### config.mk
export PLATFORM = sky130hd
export DESIGN_NAME = wrx_top
export DESIGN_NICKNAME = d
export VERILOG_FILES = /design/src/rtl/wrx_pkg.sv /design/src/rtl/wrx_edge_det.sv /design/src/rtl/wrx_frame_rx.sv /design/src/rtl/wrx_reg_bank.sv /design/src/rtl/wrx_top.sv
export SDC_FILE = /design/constraint.sdc
export NUM_CORES = 1
export LEC_CHECK = 0
export ABC_AREA = 0
export BUFFER_PORTS_ARGS = -buffer_cell sky130_fd_sc_hd__buf_2
export CAP_MARGIN = 25
export CORE_ASPECT_RATIO = 1.2
export CORE_UTILIZATION = 50
export DETAILED_ROUTE_END_ITERATION = 16
export HOLD_SLACK_MARGIN = 0.05
export PLACE_DENSITY = 0.74
export SLEW_MARGIN = 30
export SYNTH_ARGS = -nofsm -noshare
export SYNTH_HDL_FRONTEND = slang
export SYNTH_SLANG_ARGS = --single-unit
### constraint.sdc
create_clock -name clk -period 2.1 [get_ports clk]
set_clock_uncertainty 0.05 [all_clocks]
set_input_delay 0.21 -clock clk [delete_from_list [all_inputs] [get_ports clk]]
set_output_delay 0.21 -clock clk [all_outputs]
set_load 0.05 [all_outputs]
### src/rtl/wrx_pkg.sv
package wrx_pkg;

  typedef enum logic {RX_IDLE, RX_BUSY} rx_state_t;

  // control field positions that neighbours decode
  localparam int B_RD_OVR  = 14;
  localparam int B_RD_GAIN = 13;
  localparam int B_RD_STAT = 11;
  localparam int B_SYNC    = 9;
  localparam int B_PDN     = 3;
  localparam int B_REF     = 1;
  localparam int B_AMP     = 0;

  // at most one read selection may be honoured per write
  function automatic logic rd_sel_ok(input logic a, input logic b, input logic c);
    return ({1'b0, a} + {1'b0, b} + {1'b0, c}) <= 2'd1;
  endfunction

  // frame ends when the sync was seen released in the current word window
  function automatic logic frame_closes(input logic seen_hi, input logic fs_now);
    return seen_hi | fs_now;
  endfunction

endpackage

### src/rtl/wrx_edge_det.sv
module wrx_edge_det (
  input  logic clk,
  input  logic rst_n,
  input  logic sck,
  output logic fall
);
  logic sck_q;

  always_ff @(posedge clk or negedge rst_n) begin
    if (!rst_n) sck_q <= 1'b0;
    else        sck_q <= sck;
  end

  assign fall = sck_q & ~sck;
endmodule

### src/rtl/wrx_frame_rx.sv
module wrx_frame_rx #(
  parameter int FRAME_W = 32
) (
  input  logic               clk,
  input  logic               rst_n,
  input  logic               fall,
  input  logic               fs_n,
  input  logic               sdi,
  output logic [FRAME_W-1:0] word,
  output logic               commit,
  output logic               fwd_en
);
  import wrx_pkg::*;

  localparam int CNT_W = $clog2(FRAME_W);
  localparam logic [CNT_W-1:0] LAST = CNT_W'(FRAME_W - 1);

  rx_state_t          state;
  logic [FRAME_W-2:0] sreg;
  logic [CNT_W-1:0]   bit_cnt;
  logic               seen_hi;
  logic               fs_last;

  logic start, shift, word_done, seen_next;

  assign start     = fall && (state == RX_IDLE) && fs_last && !fs_n;
  assign shift     = fall && (state == RX_BUSY);
  assign word_done = shift && (bit_cnt == LAST);
  assign seen_next = frame_closes(seen_hi, fs_n);
  assign commit    = word_done && seen_next;
  assign word      = {sreg, sdi};

  always_ff @(posedge clk or negedge rst_n) begin
    if (!rst_n) begin
      state   <= RX_IDLE;
      sreg    <= '0;
      bit_cnt <= '0;
      seen_hi <= 1'b0;
      fs_last <= 1'b1;
      fwd_en  <= 1'b0;
    end else if (fall) begin
      fs_last <= fs_n;
      if (start) begin
        state   <= RX_BUSY;
        bit_cnt <= '0;
        seen_hi <= 1'b0;
      end else if (shift) begin
        sreg <= word[FRAME_W-2:0];
        if (word_done) begin
          bit_cnt <= '0;
          seen_hi <= 1'b0;
          if (commit) begin
            state  <= RX_IDLE;
            fwd_en <= 1'b0;
          end else begin
            fwd_en <= 1'b1;
          end
        end else begin
          bit_cnt <= bit_cnt + 1'b1;
          seen_hi <= seen_next;
        end
      end
    end
  end
endmodule

### src/rtl/wrx_reg_bank.sv
module wrx_reg_bank #(
  parameter int ADDR_W = 16,
  parameter int DATA_W = 16,
  parameter logic [ADDR_W-1:0] ADR_CTRL = 16'h0001,
  parameter logic [ADDR_W-1:0] ADR_GAIN = 16'h0004,
  parameter logic [ADDR_W-1:0] ADR_THR  = 16'h0005,
  parameter logic [DATA_W-1:0] DEF_CTRL = 16'h001A,
  parameter logic [DATA_W-1:0] DEF_GAIN = 16'hA000,
  parameter logic [DATA_W-1:0] DEF_THR  = 16'hCCCC
) (
  input  logic                     clk,
  input  logic                     rst_n,
  input  logic                     commit,
  input  logic [ADDR_W+DATA_W-1:0] word,
  output logic [DATA_W-1:0]        ctrl_q,
  output logic [DATA_W-1:0]        gain_q,
  output logic [DATA_W-1:0]        thr_q,
  output logic                     rd_ovr_pulse,
  output logic                     rd_gain_pulse,
  output logic                     rd_stat_pulse,
  output logic                     sync_pulse
);
  import wrx_pkg::*;

  localparam logic [DATA_W-1:0] ONE = DATA_W'(1);
  localparam logic [DATA_W-1:0] SELF_MASK =
    (ONE << B_RD_OVR) | (ONE << B_RD_GAIN) | (ONE << B_RD_STAT) | (ONE << B_SYNC);

  logic [ADDR_W-1:0] addr;
  logic [DATA_W-1:0] data;
  logic hit_ctrl, hit_gain, hit_thr, rd_ok;

  assign addr     = word[ADDR_W+DATA_W-1:DATA_W];
  assign data     = word[DATA_W-1:0];
  assign hit_ctrl = commit && (addr == ADR_CTRL);
  assign hit_gain = commit && (addr == ADR_GAIN);
  assign hit_thr  = commit && (addr == ADR_THR);
  assign rd_ok    = rd_sel_ok(data[B_RD_OVR], data[B_RD_GAIN], data[B_RD_STAT]);

  always_ff @(posedge clk or negedge rst_n) begin
    if (!rst_n) begin
      ctrl_q        <= DEF_CTRL & ~SELF_MASK;
      gain_q        <= DEF_GAIN;
      thr_q         <= DEF_THR;
      rd_ovr_pulse  <= 1'b0;
      rd_gain_pulse <= 1'b0;
      rd_stat_pulse <= 1'b0;
      sync_pulse    <= 1'b0;
    end else begin
      if (hit_ctrl) ctrl_q <= data & ~SELF_MASK;
      if (hit_gain) gain_q <= data;
      if (hit_thr)  thr_q  <= data;
      rd_ovr_pulse  <= hit_ctrl && rd_ok && data[B_RD_OVR];
      rd_gain_pulse <= hit_ctrl && rd_ok && data[B_RD_GAIN];
      rd_stat_pulse <= hit_ctrl && rd_ok && data[B_RD_STAT];
      sync_pulse    <= hit_ctrl && data[B_SYNC];
    end
  end
endmodule

### src/rtl/wrx_top.sv
module wrx_top #(
  parameter int ADDR_W = 16,
  parameter int DATA_W = 16,
  parameter logic [ADDR_W-1:0] ADR_CTRL = 16'h0001,
  parameter logic [ADDR_W-1:0] ADR_GAIN = 16'h0004,
  parameter logic [ADDR_W-1:0] ADR_THR  = 16'h0005,
  parameter logic [DATA_W-1:0] DEF_CTRL = 16'h001A,
  parameter logic [DATA_W-1:0] DEF_GAIN = 16'hA000,
  parameter logic [DATA_W-1:0] DEF_THR  = 16'hCCCC
) (
  input  logic              clk,
  input  logic              rst_n,
  input  logic              sck,
  input  logic              fs_n,
  input  logic              sdi,
  input  logic              rd_sdo,
  output logic              sdo,
  output logic              fwd_en,
  output logic [DATA_W-1:0] ctrl_q,
  output logic [DATA_W-1:0] gain_q,
  output logic [DATA_W-1:0] thr_q,
  output logic              rd_ovr_pulse,
  output logic              rd_gain_pulse,
  output logic              rd_stat_pulse,
  output logic              sync_pulse,
  output logic              pwr_down,
  output logic              ref_buf_off,
  output logic              amp_off
);
  import wrx_pkg::*;

  localparam int FRAME_W = ADDR_W + DATA_W;

  // named internal events for the checker
  logic               fall;
  logic               commit;
  logic [FRAME_W-1:0] rx_word;

  wrx_edge_det u_edge (
    .clk(clk), .rst_n(rst_n), .sck(sck), .fall(fall)
  );

  wrx_frame_rx #(.FRAME_W(FRAME_W)) u_rx (
    .clk(clk), .rst_n(rst_n), .fall(fall), .fs_n(fs_n), .sdi(sdi),
    .word(rx_word), .commit(commit), .fwd_en(fwd_en)
  );

  wrx_reg_bank #(
    .ADDR_W(ADDR_W), .DATA_W(DATA_W),
    .ADR_CTRL(ADR_CTRL), .ADR_GAIN(ADR_GAIN), .ADR_THR(ADR_THR),
    .DEF_CTRL(DEF_CTRL), .DEF_GAIN(DEF_GAIN), .DEF_THR(DEF_THR)
  ) u_regs (
    .clk(clk), .rst_n(rst_n), .commit(commit), .word(rx_word),
    .ctrl_q(ctrl_q), .gain_q(gain_q), .thr_q(thr_q),
    .rd_ovr_pulse(rd_ovr_pulse), .rd_gain_pulse(rd_gain_pulse),
    .rd_stat_pulse(rd_stat_pulse), .sync_pulse(sync_pulse)
  );

  assign sdo         = fwd_en ? sdi : rd_sdo;
  assign pwr_down    = ctrl_q[B_PDN];
  assign ref_buf_off = ctrl_q[B_REF];
  assign amp_off     = ctrl_q[B_AMP];
endmodule

* Word-level counts from Yosys, hierarchy flattened *
Cells that the tools add are included.

operators by class
  $add $sub $neg = 3
  order comparisons = 1
  equality and inequality tests = 4
  mux-type cells = 12
  bitwise operators = 5
  reduce and logical (&&, ||, !) cells = 22

operators by type and width
  cell                                                            count
  == test 16 x 3 -> 1 bit, second input constant                  2
  == test 16 x 1 -> 1 bit, second input constant                  1
  two-way mux 5 bit                                               3
  logical AND 1 bit                                               14
  two-way mux 1 bit                                               9
  AND reduction 4 bit                                             2
  nonzero test 2 bit                                              3
  adder 5 x 1 -> 5 bit, second input constant                     1
  == test 5 bit, second input constant                            1
  inverter 1 bit                                                  3
  AND reduction 3 bit                                             1
  adder 1 x 1 -> 2 bit                                            1
  adder 2 x 1 -> 2 bit                                            1
  less-or-equal comparator 2 x 1 -> 1 bit, second input constant  1
  AND reduction 2 bit                                             1
  AND 1 bit                                                       1
  zero test 1 bit                                                 1
  OR 1 bit                                                        1

word-level totals
  register bits = 89
  bits of input ports = 6
  output and inout bits = 57
  word-level logic and storage cells = 61

* Depth between registers and ports, before layout *
Gate-level depths: netlist (run 1).

  depth after elaboration = 9
  depth in mapped cells = 8
  depth with buffers taken out = 7

* Modules after synthesis *
Synthesis (run 1) repeated with hierarchy kept, for this count alone.

unflattened totals
  cell total of the unflattened synthesis = 235
  area total of the unflattened synthesis = 3872.5 sq um

modules (own cells, without submodules)
  module        instances  cells each  area an instance (sq um)  seq. area each (sq um)
  wrx_reg_bank  1          120         1995.7                    1217.4
  wrx_frame_rx  1          109         1800.5                    1002.2
  wrx_edge_det  1          2           38.8                      25.0
  wrx_top       1          4           37.5                      0.0

* Least setup slack after synthesis (run 1) *
No wires, ideal clock.

  kind = flip-flop to flip-flop
  start = register u_rx.bit_cnt[0]
  end = register u_regs.gain_q[11]
  setup time = 0.127 ns
  data arrival time = 2.116 ns
  required time = 1.923 ns
  setup slack = -0.193 ns
  stages on the path, launching flop included = 9
  path buffers = 1
  period minus slack after synthesis = 2.293 ns
  cells stage by stage = dfrtp_1 > ha_1 > and3_1 > ha_1 > o21a_1 > nand4_2 > nor4_4 > buf_6 > mux2_1

on the way
  longest elaborated chain between the ends = 4

RTL lines
  what                    RTL line            RTL
  start, declared         wrx_frame_rx.sv:20  logic [CNT_W-1:0] bit_cnt;
  start signal, assigned  wrx_frame_rx.sv:59  bit_cnt <= bit_cnt + 1'b1;
  == test 5 bit           wrx_frame_rx.sv:28  assign word_done = shift && (bit_cnt == LAST);
  logical AND 1 bit       wrx_frame_rx.sv:28
  logical AND 1 bit       wrx_frame_rx.sv:30  assign commit = word_done && seen_next;
  logical AND 1 bit       wrx_reg_bank.sv:36  assign hit_gain = commit && (addr == ADR_GAIN);
  end signal, assigned    wrx_reg_bank.sv:51  if (hit_gain) gain_q <= data;
  end, declared           wrx_reg_bank.sv:16  output logic [DATA_W-1:0] gain_q,

No other way between the ends.
A chain may end at the register's enable or synchronous reset.

* Worst setup path after layout (run 1) *
  start = register u_rx.bit_cnt[0]
  end = register u_regs.thr_q[4]

on the way
  longest elaborated chain between the ends = 4

RTL lines
  what                  RTL line            RTL
  == test 5 bit         wrx_frame_rx.sv:28
  logical AND 1 bit     wrx_frame_rx.sv:28
  logical AND 1 bit     wrx_frame_rx.sv:30
  logical AND 1 bit     wrx_reg_bank.sv:37  assign hit_thr = commit && (addr == ADR_THR);
  end signal, assigned  wrx_reg_bank.sv:52  if (hit_thr) thr_q <= data;
  end, declared         wrx_reg_bank.sv:17  output logic [DATA_W-1:0] thr_q,

No other way between the ends.

==> results of run 1 <==
-- state kept, by name, summed over array words and instances (netlist names), 5 cells and up --
signal	cells
u_rx.sreg	31
u_regs.gain_q	16
u_regs.thr_q	16
u_regs.ctrl_q	12
u_rx.bit_cnt	5
-- worst max-delay path, cell delays in order, from the launching register on --
cell	delay, ps
dfrtp_1	360
ha_2	200
and3_4	200
ha_4	120
o21a_1	180
nand4_4	170
nor3_4	200
buf_6	140
buf_12	130
mux2_4	300
-- routing by layer --
metal	wire length [um]	vias to the layer above	GRT usage
met5	0	-	0
met4	90	0	0.0606
met3	241	11	0.0502
met2	3800	51	0.342
met1	3290	1235	0.256
li1	-	1132	-
-- per-stage QoR --
stage                     instance area [um^2]  hold slack [ps]  power, mW
after floorplan                           3670             -136       2.69
after global placement                    4120             77.6       2.90
after detailed placement                  4120             87.0       2.96
after CTS                                 4370             62.8       4.16
after global routing                      4520             75.3       4.39
final                                     4520             64.9       4.18
-- worst paths after layout --
| kind | end | slack, ps |
|---|---|---|
| setup / recovery | u_regs.thr_q[4]$_DFFE_PN0P_ | -60 |
| min in group asynchronous | u_regs.thr_q[8]$_DFFE_PN0P_ | 240 |
| hold / removal | u_rx.sreg[0]$_DFFE_PN0P_ | 60 |
| max in group asynchronous | u_rx.fs_last$_DFFE_PN1N_ | 1130 |
| hold reg to reg | u_regs.gain_q[11]$_DFFE_PN0P_ | 450 |
| setup reg to reg | u_regs.thr_q[4]$_DFFE_PN0P_ | -60 |
-- cells in the mapped netlist, types with 2 or more instances --
cell and n:
nor3_1 3, nor4_4 2, a21oi_1 2, and3_1 2
nor2_1 4, mux2_1 10, buf_2 2, ha_1 3
dfrtp_1 75, nor4_1 2, buf_4 8, clkbuf_1 6
mux2_2 37, inv_1 3, o21ai_0 10, nand2_1 96
dfstp_2 14
-- power by group --
part / internal (mW) / switching (mW)
sequential: 1.96 / 0.304
clock: 0.594 / 0.611
combinational: 0.270 / 0.438
-- layout make-up --
type	count	share of cell area
Sequential cell	89	0.496
Multi-Input combinational cell	191	0.311
Timing Repair Buffer	81	0.121
Clock buffer	11	0.0313
Tap cell	87	0.0241
Clock inverter	5	0.0136
Inverter	3	0.00249
-- cells by family (layout without fill, tap and decap cells) --
kind of cell,after synthesis,in the layout,synth area share
flip-flops,89,89,0.624
other,1,4,0.00104
AND/OR/NAND/NOR,120,120,0.157
AO/OA/AOI/OAI,17,17,0.0282
multiplexers,47,47,0.147
adder cells (fa/ha/maj),3,3,0.0104
buffers and inverters,20,100,0.0320
-- what timing repair did --
item                                    CTS  global route
gates cloned                              0             1
hold endpoints to repair                 47             0
buffers inserted                          0             4
resized for setup                         5            26
hold buffers                              2             0
endpoints found under the setup margin   28            47
==> flow_summary.toml, run 1 <==
[synth]
yosysTopAreaCell = "dfrtp_1"
syn_avg_cell_area_um2 = 12.1
synth_area_leaders = "dfrtp_1 (52%), mux2_2 (12%), dfstp_2 (10%)"
synthesis.area_mm2 = 0.00359
ys_seq_area_frac = 0.624
ys_seq_elements = 89
syn_inst = 297
synthArstFlopShare = 1.00
ys.flop_type = "dfrtp_1"
synth_top_area_share = 0.522
synth-edff-count = 0
ys_types = 35
yosys_warnings = 0

[timing]
timing.final.ws_setup_ps = -62.6
hold_viol_final = 0
period_minus_slack_ps = 2160
fin_crit_sh = 1.03
grt_setup_unrepaired = "true"
fmax_mhz = 462
finalSetupViolCount = 33
fin_tns_setup_ps = -1090
slew_violations = 0

[worst_setup_path]
critPathCaptureType = "flop"
worstPathRequired_ps = 2300
path_class = "reg2reg"
worstSetupStartpoint = "u_rx.bit_cnt[0]$_DFFE_PN0P_"
r2r-start = "u_rx.bit_cnt[0]$_DFFE_PN0P_"
path_max_fanout = 7
start_kind = "flop"
r2r_cells = 9
cp_data_arrival_time_ps = 2360

[floorplan]
die_width_um = 79.4
pin_count = 63
row_count = 33
initial_core_util = 0.521
coreArea_mm2 = 0.00690
die_h_um = 94.9
die_area_mm2 = 0.00753

[routing]
drt_iter0_drc = 75
first_pass_iters = 4
dr_total_vias = 2429
wl_per_cell_um = 15.9
drcViolationCount = 0
ant_nets = 0
vias_per_cell = 5.20
wl_mm = 7.43

[clocking]
clkTransAtPathRegs_ps = 90
cts-root-buf = "clkbuf_8"
ctsHtreeMaxLevel = 3
cts_buffers = 9
tritoncts = "built"
cts_sinks = 89
clock_latency_ps = 360
clockBufferDepth = 2

[worst_hold_path]
worstHoldStart = "sdi"
min_path_type = "in2reg"
holdPathStages = 3

[placed_design]
portBuffers = 58
dp_hpwl_mm = 4.92
place_inst = 444
pre_cts_slack_ps = -31.9
gp_congestion = 0.777

[global_route]
grt_pass1_wl_mm = 11.6
grt_antenna_before_repair = 0
overflow = 0
grt_max_degree = 33
grt_pass1_vias = 2418
grt_usage = 0.202

[finish]
stdcell_count = 467
fill_cells = 513
area_growth_pct = 25.8
final_core_util = 0.656
multi_input_area_mm2 = 0.00141
drive_gt1_frac = 0.413
n_antenna_cell = 0
nets = 384
final_cell_mix = "nand2_1 (96), dfrtp_1 (75), buf_2 (57)"
final-seq-area_mm2 = 0.00224
final_common_cell = "nand2_1"

[flow_run]
cap_violations = 0

[power_and_ir_drop]
p_per_area_mw_per_mm2 = 924
peakVddDrop_v = 0.000540
p_leak_nw = 2.39

[status]
violations = "setup timing"
outcome = "finished, violations left"
No activity file was read; power rests on OpenSTA's default activity.
==> run 2, diff against run 1 <==
--- a/config.mk
+++ b/config.mk
@@ -8,11 +8,14 @@
 export ABC_AREA = 0
 export BUFFER_PORTS_ARGS = -buffer_cell sky130_fd_sc_hd__buf_2
 export CAP_MARGIN = 25
+export CELL_PAD_IN_SITES_DETAIL_PLACEMENT = 1
+export CELL_PAD_IN_SITES_GLOBAL_PLACEMENT = 2
 export CORE_ASPECT_RATIO = 1.2
-export CORE_UTILIZATION = 50
+export CORE_UTILIZATION = 34
+export CTS_BUF_LIST = sky130_fd_sc_hd__clkbuf_4 sky130_fd_sc_hd__clkbuf_8
 export DETAILED_ROUTE_END_ITERATION = 16
 export HOLD_SLACK_MARGIN = 0.05
-export PLACE_DENSITY = 0.74
+export PLACE_DENSITY = 0.76
 export SLEW_MARGIN = 30
 export SYNTH_ARGS = -nofsm -noshare
 export SYNTH_HDL_FRONTEND = slang
==> run 2 against run 1 <==
The run now ends clean. Register-to-register slack better by 80 ps. First-iteration DRC count is 56% higher. Core utilization is 21 points lower. Critical path type unchanged.
==> flow_summary.toml, run 2 (synthesis gave the netlist of run 1 again) <==
[power_and_ir_drop]
p_leak_nw = 2.37
p_switching_mw = 1.33
p_comb_frac = 0.176
power.internal_mw = 2.87
peakVddDrop_v = 0.000333
p_per_area_mw_per_mm2 = 923
power.share.sequential = 0.539
clock_power_share = 0.285
p_sw_frac = 0.317

[worst_setup_path]
max_stage_delay_ps = 370
critPathSlowestCell = "dfrtp_1"
start_kind = "flop"
cp_cell_sequence = "ha_2 -> and3_4 -> ha_4 -> o21a_4 -> nand4_4 -> nor4_4 -> buf_6 -> mux2_4"
critPathCaptureType = "flop"
worstPathRequired_ps = 2290
path_delay_family = "simple AND/OR/NAND/NOR gates"
path_class = "reg2reg"
path_max_fanout = 7
cp.buffers_inverters = 1
cp_data_arrival_time_ps = 2270

[timing]
grt_setup_unrepaired = "true"
fin_tns_setup_ps = 0
fin_crit_sh = 0.993
fmax_mhz = 479
period_minus_slack_ps = 2090
hold_viol_final = 0
timing.final.ws_setup_ps = 13.7
finalSetupViolCount = 0
slew_violations = 0

[worst_hold_path]
min_path_type = "in2reg"

[floorplan]
die_h_um = 115
die_width_um = 95.9
row_count = 40
coreArea_mm2 = 0.0102
initial_core_util = 0.354
pin_count = 63
die_area_mm2 = 0.0110

[status]
outcome = "finished clean"

[routing]
drcViolationCount = 0
first_pass_iters = 4
ant_nets = 0
wl_per_cell_um = 15.7
dr_total_vias = 2419
drt_iter0_drc = 117
vias_per_cell = 4.80
wl_mm = 7.90

[finish]
reg_top3 = "u_rx.sreg (31), u_regs.gain_q (16), u_regs.thr_q (16)"
n_antenna_cell = 0
final_cell_mix = "nand2_1 (95), dfrtp_1 (75), buf_2 (57)"
fin_area_mm2 = 0.00455
top_register = "u_rx.sreg"
area_growth_pct = 26.6
largest_reg_flops = 31
final_common_cell = "nand2_1"
drive_gt1_frac = 0.418
final-seq-area_mm2 = 0.00224
multi_input_area_mm2 = 0.00143
stdcell_count = 504
fill_cells = 1102
nets = 382

[clocking]
clockBufferDepth = 2
tritoncts = "built"
clkTransAtPathRegs_ps = 80
ctsHtreeMaxLevel = 3
cts-root-buf = "clkbuf_8"
clock_latency_ps = 350
cts_sinks = 89
cts_buffers = 9

[placed_design]
dp_hpwl_mm = 5.35
pre_cts_slack_ps = -90.0
gp_congestion = 0.715
portBuffers = 58
place_inst = 481
place_area_mm2 = 0.00415

[flow_run]
cap_violations = 0

[global_route]
overflow = 0
grt_pass1_wl_mm = 13.3
grt_antenna_before_repair = 0
grt_max_degree = 48
grt_pass1_vias = 2663
grt_usage = 0.159
==> run 2: metal layers <==
layer	GRT usage	wire length, um
met5	0	0
met4	0.0687	123
met3	0.0219	170
met2	0.260	4030
met1	0.209	3580
==> run 2: area by class of cell <==
class,instances,area share
clock buffers,12,0.0335
clock inverters,4,0.0113
inverters,3,0.00247
multi-input cells,191,0.315
flip-flops and latches,89,0.493
well taps,126,0.0346
repair buffers,79,0.110
==> run 2: tightest hold or removal path, cell delays in order <==
cell     delay, ps
buf_2          140
nand2_1         80
nand2_1         50
==> run 2: metrics by stage <==
step	hold slack (ps)	total power [mW]	utilization
3_5_place_dp	126	2.99	0.408
5_1_grt	153	4.46	0.448
3_3_place_gp	125	2.92	0.408
2_1_floorplan	-136	2.69	-
4_1_cts	101	4.23	0.437
6_report	127	4.20	0.448
==> run 2: power by group through the flow <==
stage | combinational (mW) | clock (mW) | sequential (mW)
2_1_floorplan | 0.491 | 0 | 2.20
3_3_place_gp | 0.647 | 0 | 2.28
3_5_place_dp | 0.691 | 0 | 2.29
4_1_cts | 0.721 | 1.25 | 2.27
5_1_grt | 0.834 | 1.31 | 2.32
6_report | 0.739 | 1.20 | 2.27
==> run 2: final timing paths <==
check,startpoint,endpoint,slack (ps),cells past startpoint
setup reg to reg,u_rx.bit_cnt[1]$_DFFE_PN0P_,u_regs.gain_q[5]$_DFFE_PN0P_,10,8
max in group asynchronous,rst_n,u_regs.thr_q[6]$_DFFE_PN1P_,1080,3
setup / recovery,u_rx.bit_cnt[1]$_DFFE_PN0P_,u_regs.gain_q[5]$_DFFE_PN0P_,10,8
hold / removal,sdi,u_rx.sreg[0]$_DFFE_PN0P_,130,3
hold reg to reg,u_regs.gain_q[12]$_DFFE_PN0P_,u_regs.gain_q[12]$_DFFE_PN0P_,450,1
min in group asynchronous,rst_n,u_rx.bit_cnt[4]$_DFFE_PN0P_,280,2
==> run 2: repair_timing <==
| item | in CTS | in global routing |
|---|---|---|
| hold buffers | 3 | 0 |
| setup endpoints to repair | 41 | 48 |
| gates cloned | 0 | 0 |
| pin swaps | 1 | 1 |
| buffers inserted | 1 | 3 |
| gates resized for setup | 14 | 22 |
| hold endpoints to repair | 29 | 0 |
